### src/rtl/sc_pkg.sv
package sc_pkg;
  typedef enum logic [1:0] {
    PH_LOAD   = 2'd0,
    PH_INIT   = 2'd1,
    PH_STREAM = 2'd2
  } sc_phase_e;
endpackage

### src/rtl/sc_kfsr_core.sv
module sc_kfsr_core #(
  parameter int SW    = 160,
  parameter int DW    = 8,
  parameter int TAP_A = 97,
  parameter int TAP_B = 45,
  parameter int TAP_C = 46,
  parameter int TAP_Z = 120
) (
  input  logic          clk,
  input  logic          rst,
  input  logic          load_en,
  input  logic          load_first,
  input  logic          dir,
  input  logic [DW-1:0] load_word,
  input  logic          init_en,
  input  logic          run_en,
  output logic [DW-1:0] ks_o
);
  logic [SW-1:0] state;
  logic [SW-1:0] chain [DW+1];
  logic          low_bit;

  assign chain[0] = state;

  // Unrolled generator: DW steps per clock, bit g of the keystream word from step g
  for (genvar g = 0; g < DW; g++) begin : g_step
    logic zb;
    logic fb;
    assign zb = chain[g][SW-1] ^ chain[g][TAP_Z];
    assign fb = chain[g][SW-1] ^ chain[g][TAP_A]
              ^ (chain[g][TAP_B] & chain[g][TAP_C])
              ^ (init_en & zb);
    assign chain[g+1] = {chain[g][SW-2:0], fb};
    assign ks_o[g]    = zb;
  end

  // Direction is folded into the bit that ends up just above key and IV
  assign low_bit = load_first ? dir : state[0];

  always_ff @(posedge clk) begin
    if (rst) begin
      state <= '1;
    end else if (load_en) begin
      state <= {state[SW-DW-1:1], low_bit, load_word};
    end else if (init_en || run_en) begin
      state <= chain[DW];
    end
  end

  // a taken word lands in the low bits of the state
  a_r2_word_lands: assert property (@(posedge clk) disable iff (rst)
    load_en |=> state[DW-1:0] == $past(load_word));

  // a plain streaming advance shifts the state by DW positions
  a_r6_shift_by_word: assert property (@(posedge clk) disable iff (rst)
    (run_en && !init_en && !load_en) |=> state[SW-1:DW] == $past(state[SW-DW-1:0]));
endmodule

### src/rtl/sc_phase_ctrl.sv
module sc_phase_ctrl
  import sc_pkg::*;
#(
  parameter int LOAD_WORDS = 18,
  parameter int INIT_CYC   = 320,
  parameter bit DECIM      = 1'b0
) (
  input  logic clk,
  input  logic rst,
  input  logic ld_wr,
  input  logic pt_wr,
  output logic ld_rdy,
  output logic pt_rdy,
  output logic ld_take,
  output logic ld_first,
  output logic init_run,
  output logic gen_run,
  output logic pt_take
);
  localparam int WCW = $clog2(LOAD_WORDS + 1);
  localparam int ICW = $clog2(INIT_CYC + 1);

  sc_phase_e      phase;
  logic [WCW-1:0] wcnt;
  logic [ICW-1:0] icnt;
  logic           in_stream;

  assign ld_rdy    = (phase == PH_LOAD);
  assign ld_take   = ld_rdy && ld_wr;
  assign ld_first  = (wcnt == '0);
  assign init_run  = (phase == PH_INIT);
  assign in_stream = (phase == PH_STREAM);
  assign pt_take   = pt_rdy && pt_wr;

  always_ff @(posedge clk) begin
    if (rst) begin
      phase <= PH_LOAD;
      wcnt  <= '0;
      icnt  <= '0;
    end else begin
      case (phase)
        PH_LOAD: if (ld_take) begin
          wcnt <= wcnt + 1'b1;
          if (wcnt == WCW'(LOAD_WORDS - 1)) phase <= PH_INIT;
        end
        PH_INIT: begin
          icnt <= icnt + 1'b1;
          if (icnt == ICW'(INIT_CYC - 1)) phase <= PH_STREAM;
        end
        default: ;
      endcase
    end
  end

  if (DECIM) begin : g_decim
    logic [1:0] dcnt;
    always_ff @(posedge clk) begin
      if (rst)            dcnt <= '0;
      else if (in_stream) dcnt <= dcnt + 1'b1;
    end
    assign pt_rdy  = in_stream && (dcnt == 2'd3);
    assign gen_run = in_stream;

    // a data window never lasts two cycles
    a_r9_window_single: assert property (@(posedge clk) disable iff (rst)
      pt_rdy |=> !pt_rdy);
  end else begin : g_full
    assign pt_rdy  = in_stream;
    assign gen_run = pt_take;

    // readiness holds once streaming has begun
    a_r7_rdy_holds: assert property (@(posedge clk) disable iff (rst)
      pt_rdy |=> pt_rdy);
  end

  // once load readiness is gone it does not return without reset
  a_r3_ld_rdy_stays_low: assert property (@(posedge clk) disable iff (rst)
    !ld_rdy |=> !ld_rdy);

  // no more words are taken than the load needs
  a_r2_word_count: assert property (@(posedge clk) disable iff (rst)
    ld_take |-> wcnt < WCW'(LOAD_WORDS));

  // the initialization counter stays inside its window
  a_r5_init_bound: assert property (@(posedge clk) disable iff (rst)
    init_run |-> icnt < ICW'(INIT_CYC));

  // load and data readiness never overlap
  a_r5_rdy_exclusive: assert property (@(posedge clk) disable iff (rst)
    !(ld_rdy && pt_rdy));
endmodule

### src/rtl/sc_out_stage.sv
module sc_out_stage #(
  parameter int DW = 8
) (
  input  logic          clk,
  input  logic          rst,
  input  logic          take,
  input  logic [DW-1:0] pt,
  input  logic [DW-1:0] ks,
  output logic [DW-1:0] ct,
  output logic          ct_vld
);
  always_ff @(posedge clk) begin
    if (rst) begin
      ct     <= '0;
      ct_vld <= 1'b0;
    end else begin
      ct_vld <= take;
      if (take) ct <= pt ^ ks;
    end
  end

  // valid only right after a taken word
  a_r10_vld_follows_take: assert property (@(posedge clk) disable iff (rst)
    ct_vld |-> $past(take));

  // every taken word produces a valid cycle
  a_r10_take_gives_vld: assert property (@(posedge clk) disable iff (rst)
    take |=> ct_vld);
endmodule

### src/rtl/strm_cipher_ctl.sv
module strm_cipher_ctl #(
  parameter int SW       = 160,
  parameter int DW       = 8,
  parameter int KEY_BITS = 80,
  parameter int IV_BITS  = 64,
  parameter int INIT_CYC = 320,
  parameter bit DECIM    = 1'b0,
  parameter int TAP_A    = 97,
  parameter int TAP_B    = 45,
  parameter int TAP_C    = 46,
  parameter int TAP_Z    = 120
) (
  input  logic          clk,
  input  logic          rst,
  input  logic          dir_sel,
  input  logic          ld_wr,
  input  logic [DW-1:0] ld_word,
  output logic          ld_rdy,
  input  logic          pt_wr,
  input  logic [DW-1:0] pt_word,
  output logic          pt_rdy,
  output logic [DW-1:0] ct_word,
  output logic          ct_vld
);
  localparam int LOAD_WORDS = (KEY_BITS + IV_BITS) / DW;

  logic          ld_take;
  logic          ld_first;
  logic          init_run;
  logic          gen_run;
  logic          pt_take;
  logic [DW-1:0] ks;

  sc_phase_ctrl #(
    .LOAD_WORDS (LOAD_WORDS),
    .INIT_CYC   (INIT_CYC),
    .DECIM      (DECIM)
  ) u_ctrl (
    .clk      (clk),
    .rst      (rst),
    .ld_wr    (ld_wr),
    .pt_wr    (pt_wr),
    .ld_rdy   (ld_rdy),
    .pt_rdy   (pt_rdy),
    .ld_take  (ld_take),
    .ld_first (ld_first),
    .init_run (init_run),
    .gen_run  (gen_run),
    .pt_take  (pt_take)
  );

  sc_kfsr_core #(
    .SW    (SW),
    .DW    (DW),
    .TAP_A (TAP_A),
    .TAP_B (TAP_B),
    .TAP_C (TAP_C),
    .TAP_Z (TAP_Z)
  ) u_gen (
    .clk        (clk),
    .rst        (rst),
    .load_en    (ld_take),
    .load_first (ld_first),
    .dir        (dir_sel),
    .load_word  (ld_word),
    .init_en    (init_run),
    .run_en     (gen_run),
    .ks_o       (ks)
  );

  sc_out_stage #(
    .DW (DW)
  ) u_out (
    .clk    (clk),
    .rst    (rst),
    .take   (pt_take),
    .pt     (pt_word),
    .ks     (ks),
    .ct     (ct_word),
    .ct_vld (ct_vld)
  );
endmodule

### config.mk
export PLATFORM = sky130hd
export DESIGN_NAME = strm_cipher_ctl
export DESIGN_NICKNAME = d
export VERILOG_FILES = /design/src/rtl/sc_pkg.sv /design/src/rtl/sc_kfsr_core.sv /design/src/rtl/sc_phase_ctrl.sv /design/src/rtl/sc_out_stage.sv /design/src/rtl/strm_cipher_ctl.sv
export SDC_FILE = /design/constraint.sdc
export NUM_CORES = 1
export LEC_CHECK = 0
export ABC_AREA = 1
export BUFFER_PORTS_ARGS = -buffer_cell sky130_fd_sc_hd__clkbuf_2
export CORE_MARGIN = 2
export CORE_UTILIZATION = 50
export DETAILED_ROUTE_END_ITERATION = 8
export PLACE_DENSITY = 0.67
export SLEW_MARGIN = 10
export SYNTH_ARGS = -nofsm -noshare
export SYNTH_HDL_FRONTEND = slang
export SYNTH_SLANG_ARGS = --single-unit
### constraint.sdc
create_clock -name clk -period 1.7 [get_ports clk]
set_input_delay 0.34 -clock clk [delete_from_list [all_inputs] [get_ports clk]]
set_output_delay 0.34 -clock clk [all_outputs]
set_load 0.005 [all_outputs]
# == Word-level counts from Yosys, hierarchy flattened ==
# Index checks and enable logic that the tools add are counted.
# totals
elab_cells,80
inputBits,21
regBits,185
out_inout_bits,11
# classes
bitwise,49
n_reduce_logical,9
mux,7
n_eq_ne,7
n_addsub,2
# op_table
op,n
$mux W160,2
$xor A1 B1 Y1,32
$and A1 B1 Y1,16
$add A9 B1 Y9 const B,1
$eq A9 B9 Y1 const B,1
$xor A8 B8 Y8,1
$mux W2,3
$ne A2 B2 Y1 const B,3
$add A5 B1 Y5 const B,1
$eq A5 B5 Y1 const B,1
$logic_not A5 Y1,1
$pmux W2 S2,1
$reduce_and A4 Y1,1
$reduce_bool A2 Y1,2
$eq A2 B1 Y1 const B,1
$eq A2 B2 Y1 const B,1
$logic_and A1 B1 Y1,2
$logic_not A2 Y1,1
$reduce_and A2 Y1,1
$logic_or A1 B1 Y1,1
$mux W1,1

# == Logic depth before layout (Yosys ltp) ==
# depth
ltp_word,5
mapped_depth,10
mapped_depth_nobuf,9

# == Modules after synthesis ==
# From an unflattened synthesis, not the netlist that was laid out.
# unflattened
cells_unflattened,1077
area_unflattened_um2,7747.4
# modules_own_cells
module,area_each_um2,cells_per_inst,seq_area_each_um2,instances
sc_kfsr_core,6383.6,869,3203.1,1
sc_phase_ctrl,843.3,122,320.3,1
sc_out_stage,520.5,86,180.2,1

# == Worst setup path before layout ==
# OpenSTA, ideal clock, no wires.
# synth_path
path_kind,register -> register
start,reg u_ctrl.phase[0]
end,reg u_gen.state[50]
t_required_ns,1.566
setup_slack_ns,0.211
stages_incl_launch_ff,11
setup_ns,0.134
arrival_time_ns,1.355
path_buffers,2
synth_period_minus_slack_ns,1.489
path_cell_list,dfxtp_1 nor2_1 nand2_2 inv_1 nor2_4 nand2_2 inv_2 buf_4 buf_2 nand2_1 nand3_1
# synth_between
elab_cells_between_ends,8
cone_classes,eq/ne (2); mux (1); reduce/logical (5)
# synth_lines
item,line_no,rtl
start: declaration,sc_phase_ctrl.sv:23,sc_phase_e phase;
start signal: assignment,sc_phase_ctrl.sv:37,phase <= PH_LOAD;
start signal: assignment,sc_phase_ctrl.sv:44,if (wcnt == WCW'(LOAD_WORDS - 1)) phase <= PH_INIT;
start signal: assignment,sc_phase_ctrl.sv:48,if (icnt == ICW'(INIT_CYC - 1)) phase <= PH_STREAM;
$logic_not A2 Y1 (*),sc_phase_ctrl.sv:28,assign ld_rdy = (phase == PH_LOAD);
named net ld_rdy,strm_cipher_ctl.sv:18,"output logic ld_rdy,"
$logic_and A1 B1 Y1 (*),sc_phase_ctrl.sv:29,assign ld_take = ld_rdy && ld_wr;
$mux W160 or $reduce_bool A2 Y1 (tied branches),n/a,
end signal: assignment,sc_kfsr_core.sv:44,"state <= {state[SW-DW-1:1], low_bit, load_word};"
end signal: assignment,sc_kfsr_core.sv:46,state <= chain[DW];
end: declaration,sc_kfsr_core.sv:19,logic [SW-1:0] state;
# The timed path passes the listed nets; every way through them passes the cells marked *.
# A chain may end at the register's enable or synchronous reset.

# == Final worst setup path ==
# layout_path
start,reg u_ctrl.phase[1]
end,reg u_gen.state[3]
# layout_between
elab_chain_cells,5
elab_cells_between_ends,11
cone_classes,eq/ne (2); mux (2); bitwise (2); reduce/logical (5)
# layout_lines
item,line_no,rtl
$eq A2 B1 Y1,sc_phase_ctrl.sv:31,assign init_run = (phase == PH_INIT);
$and A1 B1 Y1,sc_kfsr_core.sv:32,^ (init_en & zb);
$xor A1 B1 Y1,sc_kfsr_core.sv:32,
$mux W160,sc_kfsr_core.sv:45,end else if (init_en || run_en) begin
$mux W160,sc_kfsr_core.sv:43,end else if (load_en) begin
# Several ways; a longest one is shown, not always the timed one. The select of a mux whose other input is x is not followed.

==> qor.csv <==
stage,metric,value,unit
outcome,status,"finished, final reports clean",
clocking,cts-buffers-inserted,17,
final_layout,fin_nets,1083,
timing,skew,0.00819,ns
route,drtPass1Iterations,4,
clocking,root_buffer,clkbuf_16,
floorplan,die_h,126,um
hold_path,min_path_type,input pin to flip-flop,
placed_design,gp_congestion,0.821,
placed_design,dp.final_hpwl,10000,um
logic_synthesis,synth_edf_count,0,
clocking,clk_pin_slew,0.07,ns
logic_synthesis,synth_nets,1071,
clocking,cts_max_level,4,
clocking,ctsHoldBuffers,0,
critical_path,critPathLaunchType,flip-flop,
route,wl_per_cell,12.4,um
floorplan,start_util,51.2,%
logic_synthesis,yosysTopAreaCell,dfxtp_1,
global_routing,first_global_vias,5739,
logic_synthesis,syn_area_per_cell,7.15,sq um
global_routing,grt_usage,20.6,%
global_routing,grt_max_degree,71,
logic_synthesis,synth_area_leaders,"dfxtp_1 50%, nand2_1 20%, nand3_1 12%",
floorplan,die_x,126,um
critical_path,r2r.worst_path.cells,9,
route,vias,6285,
critical_path,rrSetupSlack,0.15,ns
route,route.final.wire_length,15500,um
placed_design,io_buffers,31,
floorplan,core_area,14600,sq um
critical_path,crit_path_cell_trace,"inv_1, nor2_1, nand2_1, nand2_8, buf_4, nand2_1, inv_1, nand2_1, nand2_1",
critical_path,cp_max_fo,32,
timing,finalHoldViolations,0,
global_routing,grt_first_pass_wirelength,26800,um
timing,layout_min_cycle_time,1.55,ns
critical_path,cp.required,2.07,ns
logic_synthesis,seq_area_frac_synth,49.5,%
clocking,clock_path_buffers,2,
power_and_ir_drop,vdd_drop_max,0.768,mV
floorplan,ios,32,
timing,tightest_slew,0.340,ns
critical_path,crit_family,simple AND/OR/NAND/NOR gates,
global_routing,grt_overflow,0,
hold_path,worst_hold_startpoint,pt_word[2],
logic_synthesis,synth_top_area_share,49.5,%
floorplan,row_count,44,
logic_synthesis,synth_ff_type,dfxtp_1,
critical_path,critPathArrivalTime,1.92,ns
final_layout,post-route-util,57.8,%
power_and_ir_drop,powerDensity,1130,nW/um^2
timing,min_period_over_period,91.4,%
critical_path,slowest_stage,dfxtp_1,
route,viasPerCell,5.01,
timing,finalSetupViolCount,0,
logic_synthesis,async_reset_ff_share,0,%
timing,max_clock_freq,644,MHz
power_and_ir_drop,p_leak,4.39,nW
critical_path,rr_endpoint,u_gen.state[3],
timing,tns,0,ns
critical_path,critPathLaunch,u_ctrl.phase[1],
clocking,cts_tree,done,
logic_synthesis,synth_seq_cells,185,
flow_run,cap_violations,0,
logic_synthesis,syn_inst,1046,
critical_path,r2r-start,u_ctrl.phase[1],
final_layout,antenna_cells,0,
critical_path,cp_common_cell,nand2_1,
route,ant_nets,0,
logic_synthesis,ys_top_cells_by_count,"395 x nand2_1, 185 x dfxtp_1, 182 x nand3_1",
logic_synthesis,ys_types,26,
critical_path,crit_path_end_kind,flip-flop,
hold_path,hold_path_end,u_out.ct[2],
timing,rsz0062_at_grt,false,
logic_synthesis,synth_most_common_cell,nand2_1,
timing,slew_headroom,77.3,%
logic_synthesis,syn_area,7470,sq um
clocking,clk_latency,0.43,ns
floorplan,die_area,15900,sq um
clocking,cts_sinks,185,
critical_path,max_stage_delay,0.35,ns
route,drcViolationCount,0,
global_routing,grt_antenna_before_repair,0,
final_layout,synthToLayoutAreaGrowth,12.8,%
timing,slew_viol_final,0,
final_layout,drive_above_1_share,8.96,%
critical_path,criticalPathCategory,flip-flop to flip-flop,
logic_synthesis,yosys_warnings,0,
critical_path,crit_buf_inv,3,
hold_path,hold_depth,4,
route,drt-initial-drc-count,481,
==> cell type report <==
type	instances	area, sq um
clock inverters	11	121
well taps	184	230
flip-flops and latches	185	3700
fillers	1340	6150
multi-input cells	709	3130
clock buffers	21	470
repair buffers	52	420
inverters	93	354
==> power breakdown <==
| part | internal, W | switching (W) |
|---|---|---|
| clock network | 0.00228 | 0.00163 |
| logic | 0.000352 | 0.000557 |
| registers | 0.00459 | 0.000156 |
| total | 0.00722 | 0.00235 |
==> stage by stage <==
| step | hold WS [ns] | power (W) | worst slack (ns) | cells | cell area, sq um |
|---|---|---|---|---|---|
| after floorplan | 0.429 | 0.00550 | 0.211 | 1046 | 7470 |
| after global placement | 0.438 | 0.00574 | 0.0941 | 1222 | 7830 |
| after detailed placement | 0.442 | 0.00575 | 0.0751 | 1222 | 7830 |
| after CTS | 0.214 | 0.00965 | 0.0459 | 1254 | 8420 |
| after global routing | 0.231 | 0.0100 | 0.00104 | 1255 | 8430 |
| final | 0.223 | 0.00956 | 0.147 | 1255 | 8430 |
==> cells in the final DEF (no fill, tap or decap), types with 2 or more instances in the layout <==
master,Yosys,routed
o21ai_0,25,25
nand4_1,2,2
dfxtp_1,185,185
clkbuf_16,0,17
nor2_1,20,20
nand3_1,182,182
clkinv_4,0,3
buf_4,13,11
xnor2_1,8,8
clkbuf_2,0,31
o21ai_1,14,14
nor3_1,2,2
buf_12,0,8
clkinvlp_4,0,2
inv_4,0,2
buf_6,1,2
inv_1,91,91
clkbuf_8,0,3
a21oi_1,42,42
clkinv_2,0,4
ha_1,4,4
nand2_1,395,395
bufinv_16,0,2
or2_2,8,8
==> state kept, by name (all words and copies together) (netlist names) <==
register      cells
u_ctrl.icnt       9
u_ctrl.phase      2
u_ctrl.wcnt       5
u_gen.state     160
u_out.ct          8
u_out.ct_vld      1
==> tightest hold or removal path: stages <==
cell and delay, ns:
clkbuf_2 0.08, xnor2_1 0.10, o21ai_0 0.06, inv_1 0.04
==> metal layers <==
metal  track usage (%)  part of all wire, %  up-vias
met5                 0                    0        -
met4              5.95                 0.77        0
met3              5.44                  3.4        7
met2              32.1                   46       95
met1              28.1                   50     2852
li1                  -                    -     3331
==> cells by family after synthesis <==
logic type | after synthesis | synth area share (%)
flops | 185 | 49.5
buf+inv | 152 | 8.70
simple gates | 614 | 34.5
compound gates | 83 | 5.64
fa+ha+maj | 4 | 0.670
xor+xnor | 8 | 0.937
==> how the worst max path moves through the flow <==
stage / end / cells past startpoint
6_report: u_gen.state[3] / 9
3_3_place_gp: u_gen.state[8] / 8
2_1_floorplan: u_gen.state[50] / 10
3_5_place_dp: u_gen.state[8] / 9
5_1_grt: u_gen.state[4] / 9
4_1_cts: u_gen.state[121] / 9
==> timing repair <==
item	in CTS	in global routing
gates resized for setup	0	3
buffers inserted	0	1
setup endpoints to repair	0	120
Note: power is estimated with default switching activity, not from simulation.
